`src/rtl/rxf_pkg.sv`:
```
package rxf_pkg;

    typedef enum logic [2:0] {
        S_IDLE,
        S_HEAD,
        S_DATA,
        S_DRAIN,
        S_PAD,
        S_CRC,
        S_TAIL,
        S_DONE
    } rxf_state_e;

    typedef struct packed {
        logic keep_crc;
        logic odd;
        logic long_frm;
        logic tail_odd;
    } rxf_flags_t;

    localparam int HDR_BYTES  = 4;
    localparam int CRC_BYTES  = 4;
    localparam int TAIL_BYTES = 2;
    localparam int OVERHEAD   = HDR_BYTES + TAIL_BYTES;

    localparam logic [7:0]  STAT_HI_ODD    = 8'h10;
    localparam logic [7:0]  STAT_HI_LONG   = 8'h08;
    localparam logic [7:0]  MARK_ODD       = 8'h60;
    localparam logic [7:0]  MARK_EVEN      = 8'h40;
    localparam logic [31:0] CRC_POLY_REFL  = 32'hEDB88320;

    function automatic logic [31:0] crc32_byte(input logic [31:0] c,
                                               input logic [7:0]  d);
        logic [31:0] r;
        r = c;
        for (int i = 0; i < 8; i++) begin
            if (r[0] ^ d[i]) r = (r >> 1) ^ CRC_POLY_REFL;
            else             r = r >> 1;
        end
        return r;
    endfunction

endpackage

```
`src/rtl/rxf_crc32.sv`:
```
module rxf_crc32 (
    input  logic        clk,
    input  logic        rst,
    input  logic        clear,
    input  logic        feed,
    input  logic [7:0]  din,
    output logic [31:0] crc_out
);
    import rxf_pkg::*;

    logic [31:0] state;

    always_ff @(posedge clk) begin
        if (rst || clear)  state <= '1;
        else if (feed)     state <= crc32_byte(state, din);
    end

    assign crc_out = ~state;

endmodule

```
`src/rtl/rxf_seq.sv`:
```
module rxf_seq #(
    parameter int PG_W       = 2,
    parameter int LEN_W      = 12,
    parameter int PAGE_BYTES = 2048,
    parameter int ADDR_W     = 11,
    parameter int MIN_FRAME  = 64,
    parameter int MAX_FRAME  = 1518
) (
    input  logic              clk,
    input  logic              rst,
    input  logic              cfg_rx_en,
    input  logic              cfg_soft_rst,
    input  logic              cfg_strip_crc,
    input  logic              pg_avail,
    input  logic [PG_W-1:0]   pg_num,
    output logic              pg_claim,
    input  logic              frm_start,
    input  logic [LEN_W-1:0]  frm_len,
    output logic              frm_ready,
    input  logic              byte_valid,
    input  logic [7:0]        byte_data,
    input  logic              byte_last,
    output logic              byte_ready,
    output logic              wr_en,
    output logic [PG_W-1:0]   wr_page,
    output logic [ADDR_W-1:0] wr_addr,
    output logic [7:0]        wr_data,
    output logic              done,
    output logic [PG_W-1:0]   done_page,
    input  logic [31:0]       crc_val,
    output logic              crc_clear,
    output logic              crc_feed,
    output logic [7:0]        crc_din
);
    import rxf_pkg::*;

    localparam logic [ADDR_W-1:0] MIN_A      = ADDR_W'(MIN_FRAME);
    localparam logic [ADDR_W-1:0] MIN_LAST_A = ADDR_W'(MIN_FRAME - 1);
    localparam logic [ADDR_W-1:0] HDR_A      = ADDR_W'(HDR_BYTES);
    localparam logic [ADDR_W-1:0] CRC_A      = ADDR_W'(CRC_BYTES);

    rxf_state_e        st, nxt;
    logic [1:0]        cnt, cnt_n;
    logic [ADDR_W-1:0] pidx, pidx_n;
    rxf_flags_t        flags;
    logic [15:0]       stored_r;
    logic [PG_W-1:0]   page_r;
    logic [7:0]        held;

    // descriptor evaluation
    logic [15:0] len16, body, stored_c;
    logic        short_c, fits_c, accept_c;
    rxf_flags_t  flags_c;

    always_comb begin
        len16    = 16'(frm_len);
        short_c  = len16 < 16'(MIN_FRAME);
        body     = short_c ? 16'(MIN_FRAME) : (len16 & ~16'd1);
        stored_c = body + 16'(OVERHEAD) + (cfg_strip_crc ? 16'd0 : 16'(CRC_BYTES));
        fits_c   = stored_c <= 16'(PAGE_BYTES);
        accept_c = cfg_rx_en && !cfg_soft_rst && pg_avail && fits_c;
        flags_c.keep_crc = !cfg_strip_crc;
        flags_c.odd      = frm_len[0];
        flags_c.long_frm = len16 > 16'(MAX_FRAME);
        flags_c.tail_odd = frm_len[0] && !short_c;
    end

    logic [ADDR_W-1:0] base;
    logic              hold_last;
    assign base      = HDR_A + pidx;
    assign hold_last = byte_last && flags.tail_odd;

    always_comb begin
        nxt       = st;
        cnt_n     = cnt;
        pidx_n    = pidx;
        wr_en     = 1'b0;
        wr_addr   = base;
        wr_data   = 8'h00;
        crc_feed  = 1'b0;
        crc_din   = byte_data;
        pg_claim  = 1'b0;
        done      = 1'b0;
        unique case (st)
            S_IDLE: begin
                if (frm_start) begin
                    if (accept_c) begin
                        pg_claim = 1'b1;
                        nxt      = S_HEAD;
                    end else begin
                        nxt = S_DRAIN;
                    end
                end
            end
            S_HEAD: begin
                wr_en   = 1'b1;
                wr_addr = ADDR_W'(cnt);
                unique case (cnt)
                    2'd0: wr_data = 8'h00;
                    2'd1: wr_data = (flags.odd ? STAT_HI_ODD : 8'h00) |
                                    (flags.long_frm ? STAT_HI_LONG : 8'h00);
                    2'd2: wr_data = stored_r[7:0];
                    default: wr_data = stored_r[15:8];
                endcase
                cnt_n = cnt + 2'd1;
                if (cnt == 2'd3) nxt = S_DATA;
            end
            S_DATA: begin
                if (byte_valid) begin
                    crc_feed = 1'b1;
                    if (!hold_last) begin
                        wr_en   = 1'b1;
                        wr_data = byte_data;
                        pidx_n  = pidx + 1'b1;
                    end
                    if (byte_last) begin
                        if (pidx_n < MIN_A)       nxt = S_PAD;
                        else if (flags.keep_crc)  nxt = S_CRC;
                        else                      nxt = S_TAIL;
                    end
                end
            end
            S_DRAIN: begin
                if (byte_valid && byte_last) nxt = S_IDLE;
            end
            S_PAD: begin
                wr_en    = 1'b1;
                crc_feed = 1'b1;
                crc_din  = 8'h00;
                pidx_n   = pidx + 1'b1;
                if (pidx == MIN_LAST_A) nxt = flags.keep_crc ? S_CRC : S_TAIL;
            end
            S_CRC: begin
                wr_en   = 1'b1;
                wr_addr = base + ADDR_W'(cnt);
                wr_data = crc_val[{cnt, 3'b000} +: 8];
                cnt_n   = cnt + 2'd1;
                if (cnt == 2'd3) nxt = S_TAIL;
            end
            S_TAIL: begin
                wr_en   = 1'b1;
                wr_addr = base + (flags.keep_crc ? CRC_A : '0) + ADDR_W'(cnt);
                if (cnt == 2'd0) wr_data = flags.tail_odd ? held : 8'h00;
                else             wr_data = flags.tail_odd ? MARK_ODD : MARK_EVEN;
                cnt_n = cnt + 2'd1;
                if (cnt == 2'd1) begin
                    cnt_n = 2'd0;
                    nxt   = S_DONE;
                end
            end
            default: begin
                done = 1'b1;
                nxt  = S_IDLE;
            end
        endcase
    end

    always_ff @(posedge clk) begin
        if (rst) begin
            st       <= S_IDLE;
            cnt      <= '0;
            pidx     <= '0;
            flags    <= '0;
            stored_r <= '0;
            page_r   <= '0;
            held     <= '0;
        end else begin
            st   <= nxt;
            cnt  <= cnt_n;
            pidx <= pidx_n;
            if (st == S_IDLE && frm_start) begin
                flags    <= flags_c;
                stored_r <= stored_c;
                page_r   <= pg_num;
                pidx     <= '0;
                cnt      <= '0;
            end
            if (st == S_DATA && byte_valid && byte_last) held <= byte_data;
        end
    end

    assign crc_clear  = pg_claim;
    assign frm_ready  = (st == S_IDLE);
    assign byte_ready = (st == S_DATA) || (st == S_DRAIN);
    assign wr_page    = page_r;
    assign done_page  = page_r;

endmodule

```
`src/rtl/rxf_formatter.sv`:
```
module rxf_formatter #(
    parameter int PG_W       = 2,
    parameter int LEN_W      = 12,
    parameter int PAGE_BYTES = 2048,
    parameter int MIN_FRAME  = 64,
    parameter int MAX_FRAME  = 1518,
    localparam int ADDR_W    = $clog2(PAGE_BYTES)
) (
    input  logic              clk,
    input  logic              rst,
    input  logic              cfg_rx_en,
    input  logic              cfg_soft_rst,
    input  logic              cfg_strip_crc,
    input  logic              pg_avail,
    input  logic [PG_W-1:0]   pg_num,
    output logic              pg_claim,
    input  logic              frm_start,
    input  logic [LEN_W-1:0]  frm_len,
    output logic              frm_ready,
    input  logic              byte_valid,
    input  logic [7:0]        byte_data,
    input  logic              byte_last,
    output logic              byte_ready,
    output logic              wr_en,
    output logic [PG_W-1:0]   wr_page,
    output logic [ADDR_W-1:0] wr_addr,
    output logic [7:0]        wr_data,
    output logic              done,
    output logic [PG_W-1:0]   done_page
);

    logic [31:0] crc_val;
    logic        crc_clear, crc_feed;
    logic [7:0]  crc_din;

    rxf_seq #(
        .PG_W(PG_W), .LEN_W(LEN_W), .PAGE_BYTES(PAGE_BYTES),
        .ADDR_W(ADDR_W), .MIN_FRAME(MIN_FRAME), .MAX_FRAME(MAX_FRAME)
    ) u_seq (
        .clk(clk), .rst(rst),
        .cfg_rx_en(cfg_rx_en), .cfg_soft_rst(cfg_soft_rst), .cfg_strip_crc(cfg_strip_crc),
        .pg_avail(pg_avail), .pg_num(pg_num), .pg_claim(pg_claim),
        .frm_start(frm_start), .frm_len(frm_len), .frm_ready(frm_ready),
        .byte_valid(byte_valid), .byte_data(byte_data), .byte_last(byte_last),
        .byte_ready(byte_ready),
        .wr_en(wr_en), .wr_page(wr_page), .wr_addr(wr_addr), .wr_data(wr_data),
        .done(done), .done_page(done_page),
        .crc_val(crc_val), .crc_clear(crc_clear), .crc_feed(crc_feed), .crc_din(crc_din)
    );

    rxf_crc32 u_crc (
        .clk(clk), .rst(rst), .clear(crc_clear), .feed(crc_feed),
        .din(crc_din), .crc_out(crc_val)
    );

endmodule

```
`config.mk`:
```
export PLATFORM = sky130hd
export DESIGN_NAME = rxf_formatter
export DESIGN_NICKNAME = d
export VERILOG_FILES = /design/src/rtl/rxf_pkg.sv /design/src/rtl/rxf_crc32.sv /design/src/rtl/rxf_seq.sv /design/src/rtl/rxf_formatter.sv
export SDC_FILE = /design/constraint.sdc
export NUM_CORES = 1
export LEC_CHECK = 0
export BUFFER_PORTS_ARGS = -buffer_cell sky130_fd_sc_hd__buf_2
export CAP_MARGIN = 20
export CORE_MARGIN = 2
export CORE_UTILIZATION = 40
export CTS_BUF_LIST = sky130_fd_sc_hd__clkbuf_4
export DETAILED_ROUTE_END_ITERATION = 8
export PLACE_DENSITY = 0.61
export SYNTH_ARGS = -nofsm -noshare
export SYNTH_HDL_FRONTEND = slang
export SYNTH_SLANG_ARGS = --single-unit
```
`constraint.sdc`:
```
create_clock -name clk -period 7.4 [get_ports clk]
set_input_delay 1.85 -clock clk [delete_from_list [all_inputs] [get_ports clk]]
set_output_delay 1.85 -clock clk [all_outputs]
set_load 0.1 [all_outputs]
```
== After elaboration in Yosys (flattened, before gate mapping) ==
Index checks and enable logic that the tools add are counted.
Storage, ports and cells
  output and inout port bits: 28
  logic and storage cells: 148
  input bits: 31
  register bits: 78
Operators by class
  mux-type cells: 64
  shift-type cells: 1
  equality and inequality tests: 18
  magnitude comparators: 4
  reductions and logical operators: 24
  $add $sub $neg: 8
  bitwise operators: 18
Operators with widths (number)
  32-bit two-way mux: 22
  13-bit NOT with 14-bit output: 8
  11-bit two-way mux: 4
  8-bit two-way mux: 5
  3-bit two-way mux: 11
  11-bit case mux with 3 select lines: 1
  32-bit NOT: 1
  8-bit case mux with 4 select lines: 1
  32-bit by 6-bit variable part select with 8-bit output: 1
  8-bit case mux with 3 select lines: 1
  11-bit by 2-bit adder with 11-bit output: 2
  11-bit case mux with 2 select lines: 1
  3-bit case mux with 7 select lines: 1
  16-bit adder: 1
  16-bit by 3-bit adder with 16-bit output, second input constant: 1
  16-bit by 12-bit <= comparator with 1-bit output, second input constant: 1
  12-bit by 11-bit > comparator with 1-bit output, second input constant: 1
  12-bit by 7-bit < comparator with 1-bit output, second input constant: 1
  12-bit two-way mux: 1
  11-bit by 1-bit adder with 11-bit output, second input constant: 1
  11-bit adder: 1
  3-bit by 11-bit adder with 11-bit output, first input constant: 1
  11-bit by 6-bit == test with 1-bit output, second input constant: 1
  11-bit by 7-bit < comparator with 1-bit output, second input constant: 1
  other kinds (28): 67

== Logic depth before layout (Yosys ltp) ==
Gate-level depths: netlist of the first run.
  depth in word-level cells: 37
  gate-level depth with buffers: 15
  depth with buffers taken out: 14

== Cells and area by module ==
Synthesis of the first run repeated with hierarchy kept, for this count alone.
Second synthesis, totals
  cells, all modules: 686
  area, all modules: 5610.4 sq um
By module, submodules not included
  rxf_seq: cells each 475, seq. area each 840.8 sq um, area an instance 3637.2 sq um, times used 1
  rxf_crc32: cells each 211, seq. area each 640.6 sq um, area an instance 1973.1 sq um, times used 1

== Worst setup path before layout of the first run ==
OpenSTA, ideal clock, no wires.
  path kind: in2out
  start point: in frm_len[9]
  end point: out pg_claim
  buffers on the path: 0
  required time: 5550 ps
  stages on the path: 14
  setup slack: 70 ps
  arrival: 5480 ps
  path through: nor4_1 > nand2_1 > nand2_1 > ha_1 > inv_1 > ha_1 > inv_1 > fa_1 > or3b_2 > a21oi_1 > nor2_1 > nor3_1 > a21oi_1 > nor2_1
Between the ends
  longest elaborated chain between the ends: 9
RTL lines
  start: declaration: line rxf_formatter.sv:18  | input logic [LEN_W-1:0] frm_len,
  12-bit by 7-bit < comparator with 1-bit output: line rxf_seq.sv:57  | short_c = len16 < 16'(MIN_FRAME);
  12-bit two-way mux *: line rxf_seq.sv:58  | body = short_c ? 16'(MIN_FRAME) : (len16 & ~16'd1);
  16-bit by 3-bit adder with 16-bit output *: line rxf_seq.sv:59  | stored_c = body + 16'(OVERHEAD) + (cfg_strip_crc ? 16'd0 : 16'(CRC_BYTES));
  16-bit adder *: line rxf_seq.sv:59
  16-bit by 12-bit <= comparator with 1-bit output *: line rxf_seq.sv:60  | fits_c = stored_c <= 16'(PAGE_BYTES);
  1-bit logical AND *: line rxf_seq.sv:61  | accept_c = cfg_rx_en && !cfg_soft_rst && pg_avail && fits_c;
  1-bit two-way mux *: line rxf_seq.sv:87  | if (accept_c) begin
  1-bit two-way mux *: line rxf_seq.sv:86  | if (frm_start) begin
  1-bit two-way mux *: line rxf_seq.sv:84  | unique case (st)
  end: declaration: line rxf_formatter.sv:16  | output logic pg_claim,
Every way passes the cells marked *; elsewhere a longest branch is shown, timed or not.

== Worst setup path in the final report of the first run ==
Ends and elaborated chain as after synthesis.

==> results of run 1 <==
==> state kept, by name, indices dropped and copies added, names as in the netlist <==
| register | count |
|---|---|
| u_crc.state | 32 |
| u_seq.stored_r | 12 |
| u_seq.pidx | 11 |
| u_seq.held | 8 |
| u_seq.flags | 4 |
| u_seq.st | 3 |
| u_seq.cnt | 2 |
| u_seq.done_page | 2 |
==> worst min-delay path by stage <==
stage / from / to / slack [ns]
2_1_floorplan: u_seq.stored_r[5] / u_seq.stored_r[5] / 0.43
3_3_place_gp: u_seq.stored_r[4] / u_seq.stored_r[4] / 0.44
3_5_place_dp: u_seq.flags[2] / u_seq.flags[2] / 0.45
4_1_cts: u_seq.flags[2] / u_seq.flags[2] / 0.47
5_1_grt: u_seq.stored_r[4] / u_seq.stored_r[4] / 0.50
6_report: u_seq.flags[2] / u_seq.flags[2] / 0.47
==> stage by stage <==
stage	hold WS, ns	power, mW	area [µm²]	worst slack (ns)
2_1_floorplan	0.432	1.81	5490	0.0698
3_3_place_gp	0.444	2.06	5830	0.445
3_5_place_dp	0.450	2.07	5830	0.311
4_1_cts	0.466	2.31	5950	0.308
5_1_grt	0.501	2.47	5950	0.0292
6_report	0.466	2.30	5950	0.410
==> placed cells by master (no fill, tap or decap), types with 4 or more instances in the layout <==
cell | synthesis | layout
buf_4 | 2 | 4
buf_2 | 1 | 57
mux2i_1 | 11 | 11
a22oi_1 | 7 | 7
a221oi_1 | 4 | 4
nor3b_1 | 4 | 4
and2_1 | 9 | 9
xnor2_1 | 53 | 53
nand2b_1 | 6 | 6
o211ai_1 | 29 | 29
and3_1 | 4 | 4
nand4_1 | 9 | 9
xor2_1 | 41 | 41
nand2_1 | 92 | 92
nor2b_1 | 18 | 18
nand3_1 | 18 | 18
inv_1 | 11 | 11
a211oi_1 | 13 | 13
nor3_1 | 12 | 12
clkinvlp_4 | 0 | 5
ha_1 | 9 | 9
o21ai_0 | 25 | 25
xnor3_1 | 6 | 6
dfxtp_1 | 74 | 74
clkbuf_4 | 0 | 9
nor2_1 | 65 | 65
mux2_2 | 5 | 5
mux4_2 | 6 | 6
a21oi_1 | 33 | 32
==> cells by family (layout without fill, tap and decap cells) <==
kind of cell / after synthesis / in the layout / synth area share
AND/OR/NAND/NOR: 258 / 258 / 0.223
AO/OA/AOI/OAI: 153 / 153 / 0.196
XOR/XNOR: 102 / 102 / 0.184
flip-flops: 74 / 74 / 0.270
buffers and inverters: 58 / 89 / 0.0440
multiplexers: 22 / 22 / 0.0550
adder cells (fa/ha/maj): 11 / 11 / 0.0278
other: 0 / 1 / 0
==> critical path, stage by stage <==
cell     delay, ns
buf_2         0.14
nor4_1        0.31
nand2_1       0.23
nand2_1       0.13
ha_1          0.22
inv_1         0.06
ha_1          0.17
inv_1         0.06
fa_1          0.49
or3b_2        0.47
a21oi_1       0.13
nor2_1        0.07
nor3_1        0.27
a21oi_1       0.11
nor2_1        0.12
buf_4         0.30
==> power groups by stage <==
stage          combinational [mW]  clock, mW  sequential [mW]
2_1_floorplan                1.23          0            0.584
3_3_place_gp                 1.42          0            0.640
3_5_place_dp                 1.42          0            0.644
4_1_cts                      1.43      0.239            0.634
5_1_grt                      1.56      0.257            0.651
6_report                     1.43      0.234            0.637
==> routing by layer <==
| metal | GRT usage | vias to the layer above |
|---|---|---|
| met3 | 0.0324 | 21 |
| met4 | 0.0676 | 0 |
| met5 | 0 | - |
| met1 | 0.289 | 2427 |
| met2 | 0.335 | 126 |
| li1 | - | 2465 |
==> final cells by class <==
cell class | count | area (µm²)
diodes | 1 | 2.50
clock inverters | 7 | 55.1
inverters | 12 | 45.0
repair buffers | 61 | 315
clock buffers | 9 | 67.6
multi-input cells | 546 | 3770
flip-flops and latches | 74 | 1480
well taps | 176 | 220
fillers | 1351 | 7340
==> flow_summary_export.csv, run 1 <==
group,metric,value,unit
status,outcome,"complete, no violations",
min_path,hp-class,"reg2reg",
critical_path,cp.required,5.55,ns
cts,holdBufCountCts,0,
floorplan,ioPinCount,59,
finish,finalNonFillerCells,886,
drt,routed_via_density,5.69,
logic_synthesis,synth_seq_area_share,0.270,
grt,grt-ovfl-total,0,
power_and_ir_drop,powerDensity,386,nW/µm²
critical_path,reg2reg_from,"u_seq.st[2]",
drt,wl_met1,6960,µm
cts,clk_latency,0.46,ns
cts,cts_root_buffer,"clkbuf_4",
drt,drtAntennaViolNets,0,
critical_path,worstPathArrival,5.14,ns
critical_path,cp-start-kind,"primary input",
sta,skew,0.0180,ns
grt,grt_util_all_layers,0.210,
run,drv_cap,0,
floorplan,initial_core_util,0.413,
grt,grt_pass1_vias,4782,
grt,grt_first_pass_wirelength,24400,µm
logic_synthesis,yosysUniqueCellTypes,75,
cts,cts.sinks,74,
logic_synthesis,synth_area_leader_cell,"dfxtp_1",
logic_synthesis,async_reset_ff_frac,0,
logic_synthesis,synthTopCellsByArea,"dfxtp_1, xnor2_1, xor2_1, nand2_1, nor2_1",
cts,cts_resized,0,
sta,finalMaxSlewViolations,0,
floorplan,num_rows,42,
floorplan,dieArea,14700,µm²
critical_path,reg2reg_slack,3.81,ns
sta,tns,0,ns
drt,wirelength,14700,µm
sta,maxSlewHeadroom,0.327,
critical_path,r2r_end,"u_crc.state[19]",
power_and_ir_drop,seq_power_share,0.277,
sta,setup_viol,0,
cts,clockBufferDepth,2,
power_and_ir_drop,leakagePower,2.37,nW
power_and_ir_drop,vdd_ir_drop_max,0.228,mV
sta,post-route-period-util,0.945,
sta,period_minus_slack,6.99,ns
finish,area_delta_synth_final,8.53,%
power_and_ir_drop,combPwrFrac,0.622,
logic_synthesis,ys.flop_type,"dfxtp_1",
finish,drive_gt1_frac,0.137,
logic_synthesis,yosysMostFrequentCell,"nand2_1",
sta,rsz0062_at_grt,"no",
grt,antenna_found_initial,1,
placed_design,numPlacedInstances,869,
placed_design,portBuffers,58,
logic_synthesis,synth_edf_count,0,
min_path,min_path_cells,2,
critical_path,cp-end-kind,"output port",
power_and_ir_drop,p_sw_frac,0.498,
logic_synthesis,yosysTopAreaCellShare,0.270,
power_and_ir_drop,power_switching,1.14,mW
logic_synthesis,yosys_warnings,0,
cts,cts_setup_buffers,0,
cts,cts_tree,"done",
logic_synthesis,syn_inst,678,
critical_path,cp_max_fo,8,
floorplan,core-area,13300,µm²
logic_synthesis,ys_top_cells_by_count,"nand2_1, dfxtp_1, nor2_1",
drt,dr.first_iter.drc_count,456,
logic_synthesis,avgSynthCellArea,8.09,µm²
critical_path,crit_end,"pg_claim",
grt,grt_max_degree,62,
drt,highest_layer,"met4",
sta,fmax,143,MHz
placed_design,hpwlAfterDp,11000,µm
drt,wire_per_inst,16.6,µm
sta,tightest_slew,1.01,ns
cts,htreeDepth,3,
power_and_ir_drop,internal-power,1.16,mW
logic_synthesis,synth_nets,720,
logic_synthesis,synth_seq_cells,74,
finish,utilization,0.448,
floorplan,die_w,121,µm
drt,dr_wl_met2,6860,µm
sta,finalHoldViolations,0,
critical_path,crit_path_start,"frm_len[9]",
drt,wl_met3,656,µm
floorplan,die_y,121,µm
critical_path,rr_worst_depth,6,
placed_design,gp_congestion,0.883,
drt,dr_total_vias,5039,
critical_path,crit_type,"in2out",
drt,dr.pass1.iters,5,
power_and_ir_drop,p_clk_frac,0.102,
finish,final_nets,746,
logic_synthesis,syn_area,5490,µm²
cts,clkTransAtPathRegs,0.12,ns
drt,drcViolationCount,0,
cts,numCtsBuffers,9,
Power figures use the tool's default switching activity.
==> inputs of run 2 (changes only) <==
--- a/config.mk
+++ b/config.mk
@@ -11,7 +11,6 @@
 export CORE_UTILIZATION = 40
 export CTS_BUF_LIST = sky130_fd_sc_hd__clkbuf_4
 export DETAILED_ROUTE_END_ITERATION = 8
-export PLACE_DENSITY = 0.61
 export SYNTH_ARGS = -nofsm -noshare
 export SYNTH_HDL_FRONTEND = slang
 export SYNTH_SLANG_ARGS = --single-unit
==> run 2 against run 1 <==
Sequential power fell by 6.9%. Register-to-register slack improved by 0.29 ns. First-iteration DRC count fell by 20%. Final cell count rose by 0.56%. Utilization rose by 0.40 points. Critical path depth did not move. Count of clock-buffer cells in the layout did not move. Fmax fell by 1.2%. Die area did not move. Setup slack got worse by 0.084 ns. Global-route usage rose by 0.26 points. Critical path type unchanged. Critical endpoint unchanged. Largest cell class unchanged. Largest power group unchanged.
==> flow_summary_export.csv, run 2 (synthesis results as in run 1) <==
group,metric,value,unit
grt,grt_pass1_vias,4811,
cts,cts_setup_buffers,0,
drt,routed_via_density,5.68,
sta,setup_viol,0,
cts,htreeDepth,3,
cts,clk_latency,0.46,ns
grt,grt_util_all_layers,0.212,
power_and_ir_drop,leakagePower,2.42,nW
cts,clkTransAtPathRegs,0.13,ns
floorplan,initial_core_util,0.413,
cts,cts.sinks,74,
drt,dr.pass1.iters,5,
power_and_ir_drop,powerDensity,388,nW/µm²
sta,skew,0.0181,ns
finish,drive_gt1_frac,0.143,
grt,grt_first_pass_wirelength,24500,µm
power_and_ir_drop,vdd_ir_drop_max,0.278,mV
critical_path,cp-end-kind,"output port",
floorplan,core-area,13300,µm²
sta,rsz0062_at_grt,"no",
finish,final_cell_mix,"nand2_1, dfxtp_1, nor2_1, buf_2, xnor2_1",
critical_path,cpLargestDelayFamily,"simple AND/OR/NAND/NOR gates",
floorplan,num_rows,42,
sta,finalMaxSlewViolations,0,
finish,final_common_cell,"nand2_1",
critical_path,critPathMaxStageDelay,0.50,ns
cts,numCtsBuffers,9,
finish,reg.largest.list,"u_crc.state x32, u_seq.stored_r x12, u_seq.pidx x11",
run,drv_cap,0,
critical_path,cp.required,5.55,ns
placed_design,place_area,5860,µm²
sta,post-route-period-util,0.956,
sta,hold-worst-slack,0.468,ns
finish,multi_input_area,3770,µm²
finish,area_delta_synth_final,9.49,%
drt,drtAntennaViolNets,0,
cts,clockBufferDepth,2,
drt,dr.first_iter.drc_count,363,
placed_design,hpwlAfterDp,11200,µm
cts,cts_resized,0,
critical_path,crit_type,"in2out",
grt,grt-ovfl-total,0,
sta,period_minus_slack,7.07,ns
sta,maxSlewHeadroom,0.362,
drt,drcViolationCount,0,
finish,nFillCells,1359,
sta,tns,0,ns
critical_path,worstPathArrival,5.22,ns
placed_design,pre_cts_ws,0.255,ns
critical_path,crit_path_cell_trace,"buf_2, nor4_1, nand2_1, nand2_1, ha_1, inv_1, ha_1, inv_1, fa_1, or3b_2, a21oi_1, nor2_1, nor3_1, a21oi_1, nor2_1, clkbuf_4",
critical_path,cp_max_fo,8,
floorplan,dieArea,14700,µm²
floorplan,ioPinCount,59,
critical_path,cp_slowest_cell,"fa_1",
grt,grt_max_degree,62,
drt,wire_per_inst,17.0,µm
placed_design,portBuffers,58,
cts,cts_root_buffer,"clkbuf_4",
finish,finalNonFillerCells,891,
floorplan,die_y,121,µm
placed_design,gp_congestion,0.889,
min_path,hp-class,"reg2reg",
placed_design,numPlacedInstances,874,
critical_path,path_buf_inv,4,
finish,final_area,6010,µm²
finish,final_nets,751,
sta,tightest_slew,0.956,ns
drt,wirelength,15100,µm
finish,largest_register_ffs,32,
critical_path,cp-start-kind,"primary input",
sta,finalHoldViolations,0,
grt,antenna_found_initial,1,
floorplan,die_w,121,µm
drt,dr_total_vias,5061,
status,outcome,"complete, no violations",
finish,seq_area,1480,µm²
sta,fmax,141,MHz
sta,finalWorstSetupSlack,0.326,ns
finish,largest_register,"u_crc.state",
cts,cts_tree,"done",
cts,holdBufCountCts,0,
[run 2: cell types whose count changed in the layout (fill, tap and decap cells not counted), sizes merged]
cell / previous run / this run
buf: 61 / 65
clkinv: 2 / 6
clkinvlp: 5 / 1
bufinv: 0 / 1
clkbuf: 9 / 10
inv: 12 / 11
[run 2: power by group]
part           internal [mW]  leakage, nW  switching [mW]  total, mW
Sequential             0.499        0.605          0.0947      0.593
Clock                  0.102       0.0757           0.155      0.258
Combinational          0.599         1.74           0.882       1.48
Total                   1.20         2.42            1.13       2.33
[run 2: cell type report]
| type | count | area share |
|---|---|---|
| inverter | 12 | 0.00750 |
| clock buffer | 9 | 0.0113 |
| tap | 176 | 0.0367 |
| clock inverter | 7 | 0.0117 |
| sequential | 74 | 0.247 |
| timing repair buffer | 66 | 0.0587 |
| multi-input combinational | 546 | 0.627 |
| antenna | 1 | 0.000417 |
[run 2: path summary, 6_finish.rpt]
kind	start	endpoint	slack, ns	cells past startpoint
worst max-delay path	frm_len[9]	pg_claim	0.33	16
worst min-delay path	u_seq.flags[2]	u_seq.flags[2]	0.47	2
worst max register to register	u_seq.st[2]	u_crc.state[19]	4.10	7
worst min register to register	u_seq.flags[2]	u_seq.flags[2]	0.47	2
[run 2: worst min-delay path: cells and delay by family (launching register included)]
kind / cells / cell delay (ns)
compound gates: 1 / 0.05
flops: 1 / 0.33
simple gates: 1 / 0.05
[run 2: layer usage]
metal  global-route usage  vias up  share of wire
li1                     -     2474              -
met1                0.289     2422           0.47
met2                0.337      142           0.47
met3               0.0343       23          0.048
met4               0.0799        0          0.019
met5                    0        -              0
[run 2: metrics by stage]
step | total power, mW | utilization
final | 2.33 | 0.452
after global routing | 2.51 | 0.452
after CTS | 2.34 | 0.451
after detailed placement | 2.08 | 0.441
after global placement | 2.07 | 0.441
after floorplan | 1.81 | -
==> inputs of run 3 (changes only) <==
--- a/config.mk
+++ b/config.mk
@@ -7,7 +7,7 @@
 export LEC_CHECK = 0
 export BUFFER_PORTS_ARGS = -buffer_cell sky130_fd_sc_hd__buf_2
 export CAP_MARGIN = 20
-export CORE_MARGIN = 2
+export CORE_MARGIN = 1
 export CORE_UTILIZATION = 40
 export CTS_BUF_LIST = sky130_fd_sc_hd__clkbuf_4
 export DETAILED_ROUTE_END_ITERATION = 8
==> run 3 against run 2 <==
Via count down 0.20%. Count of clock-buffer cells in the layout unchanged. Critical path depth unchanged. Hold slack about the same. Sequential share of layout area is 0.16 points higher. First-iteration DRC count is 22% higher. Sequential power up 2%. Utilization fell by 0.28 points. Register-to-register slack lost 0.02 ns. Non-clock buffer count decreased by 1. Setup slack got worse by 0.013 ns. Largest cell class unchanged. Largest power group unchanged. Highest routed layer unchanged.
==> flow_summary_export.csv, run 3 (synthesis results as in run 1) <==
group,metric,value,unit
cts,numCtsBuffers,9,
drt,dr.pass1.iters,5,
sta,post-route-period-util,0.958,
min_path,hp-class,"reg2reg",
drt,dr.first_iter.drc_count,444,
critical_path,reg2reg_slack,4.08,ns
floorplan,ioPinCount,59,
sta,period_minus_slack,7.09,ns
run,drv_cap,0,
grt,grt_max_degree,62,
placed_design,gp_congestion,0.904,
placed_design,hpwlAfterDp,11100,µm
cts,cts_tree,"done",
power_and_ir_drop,powerDensity,388,nW/µm²
cts,clockBufferDepth,2,
cts,clkTransAtPathRegs,0.13,ns
sta,finalHoldViolations,0,
cts,htreeDepth,3,
cts,clk_latency,0.46,ns
cts,holdBufCountCts,0,
drt,dr_total_vias,5051,
placed_design,portBuffers,58,
sta,finalWorstSetupSlack,0.313,ns
finish,drive_gt1_frac,0.140,
floorplan,dieArea,14200,µm²
drt,wire_per_inst,17.0,µm
status,outcome,"complete, no violations",
critical_path,r2r_end,"u_crc.state[19]",
cts,cts_resized,0,
finish,final_common_cell,"nand2_1",
power_and_ir_drop,finalPower,2.31,mW
critical_path,rr_worst_depth,6,
finish,largest_register,"u_crc.state",
sta,tns,0,ns
floorplan,core-area,13300,µm²
critical_path,reg2reg_from,"u_seq.st[1]",
critical_path,cp-end-kind,"output port",
sta,rsz0062_at_grt,"no",
sta,skew,0.0277,ns
floorplan,die_w,119,µm
cts,cts_root_buffer,"clkbuf_4",
drt,wirelength,15100,µm
finish,nFillCells,1318,
finish,area_delta_synth_final,8.80,%
grt,grt_pass1_vias,4771,
grt,grt-ovfl-total,0,
sta,finalMaxSlewViolations,0,
critical_path,cp_max_fo,8,
floorplan,initial_core_util,0.413,
floorplan,die_y,119,µm
finish,antenna_cells,0,
finish,seq_area,1480,µm²
sta,setup_viol,0,
drt,routed_via_density,5.68,
cts,cts_setup_buffers,0,
critical_path,crit_path_start,"frm_len[9]",
critical_path,cp.required,5.55,ns
placed_design,place_area,5860,µm²
finish,final_cell_mix,"nand2_1, dfxtp_1, nor2_1, buf_2, xnor2_1",
finish,final_nets,750,
sta,maxSlewHeadroom,0.352,
finish,reg.largest.list,"u_crc.state x32, u_seq.stored_r x12, u_seq.pidx x11",
floorplan,num_rows,42,
sta,tightest_slew,0.972,ns
drt,drtAntennaViolNets,0,
finish,multi_input_area,3770,µm²
finish,final_area,5970,µm²
grt,grt_util_all_layers,0.221,
critical_path,crit_end,"pg_claim",
power_and_ir_drop,leakagePower,2.40,nW
finish,largest_register_ffs,32,
sta,fmax,141,MHz
cts,cts.sinks,74,
power_and_ir_drop,vdd_ir_drop_max,0.223,mV
drt,drcViolationCount,0,
placed_design,pre_cts_ws,0.361,ns
critical_path,worstPathArrival,5.24,ns
critical_path,crit_type,"in2out",
critical_path,cp-start-kind,"primary input",
grt,grt_first_pass_wirelength,25000,µm
grt,antenna_found_initial,0,
-- run 3: changes by cell type in the layout (fill, tap and decap cells not counted), sizes merged --
cell / delta
clkinv: -2
clkbuf: -1
bufinv: -1
diode: -1
clkinvlp: +2
inv: +1
-- run 3: worst min path at each step --
stage	from	to	slack (ns)	depth (start not counted)
2_1_floorplan	u_seq.stored_r[5]	u_seq.stored_r[5]	0.43	2
3_5_place_dp	u_seq.flags[2]	u_seq.flags[2]	0.45	2
3_3_place_gp	u_seq.stored_r[4]	u_seq.stored_r[4]	0.44	2
6_report	u_seq.flags[2]	u_seq.flags[2]	0.47	2
5_1_grt	u_seq.stored_r[5]	u_seq.stored_r[5]	0.49	2
4_1_cts	u_seq.flags[2]	u_seq.flags[2]	0.47	2
-- run 3: layer usage --
| layer | vias up | share of wire | track usage |
|---|---|---|---|
| met3 | 22 | 0.046 | 0.0354 |
| met4 | 0 | 0.018 | 0.0712 |
| li1 | 2473 | - | - |
| met1 | 2404 | 0.47 | 0.306 |
| met2 | 152 | 0.46 | 0.349 |
| met5 | - | 0 | 0 |
-- run 3: cell type report --
cell class,count,share of cell area
inverters,12,0.00755
repair buffers,65,0.0574
clock buffers,9,0.0113
multi-input cells,546,0.631
flip-flops and latches,74,0.248
well taps,176,0.0369
clock inverters,7,0.00755
-- run 3: worst max-delay path, stage by stage --
cell and delay, ns:
buf_2 0.14, nor4_1 0.28, nand2_1 0.23, nand2_1 0.13
ha_1 0.23, inv_1 0.07, ha_1 0.17, inv_1 0.06
fa_1 0.49, or3b_2 0.48, a21oi_1 0.13, nor2_1 0.08
nor3_1 0.24, a21oi_1 0.10, nor2_1 0.11, buf_2 0.44
-- run 3: report_power, final --
group / switching [mW] / internal [mW] / leakage, nW
sequential: 0.108 / 0.499 / 0.605
clock: 0.162 / 0.0676 / 0.0558
combinational: 0.881 / 0.597 / 1.74
-- run 3: metrics by stage --
step / utilization / hold slack [ns] / std cells
after floorplan: - / 0.432 / 678
after global placement: 0.440 / 0.444 / 873
after detailed placement: 0.440 / 0.453 / 873
after CTS: 0.449 / 0.471 / 889
after global routing: 0.449 / 0.488 / 889
final: 0.449 / 0.469 / 889
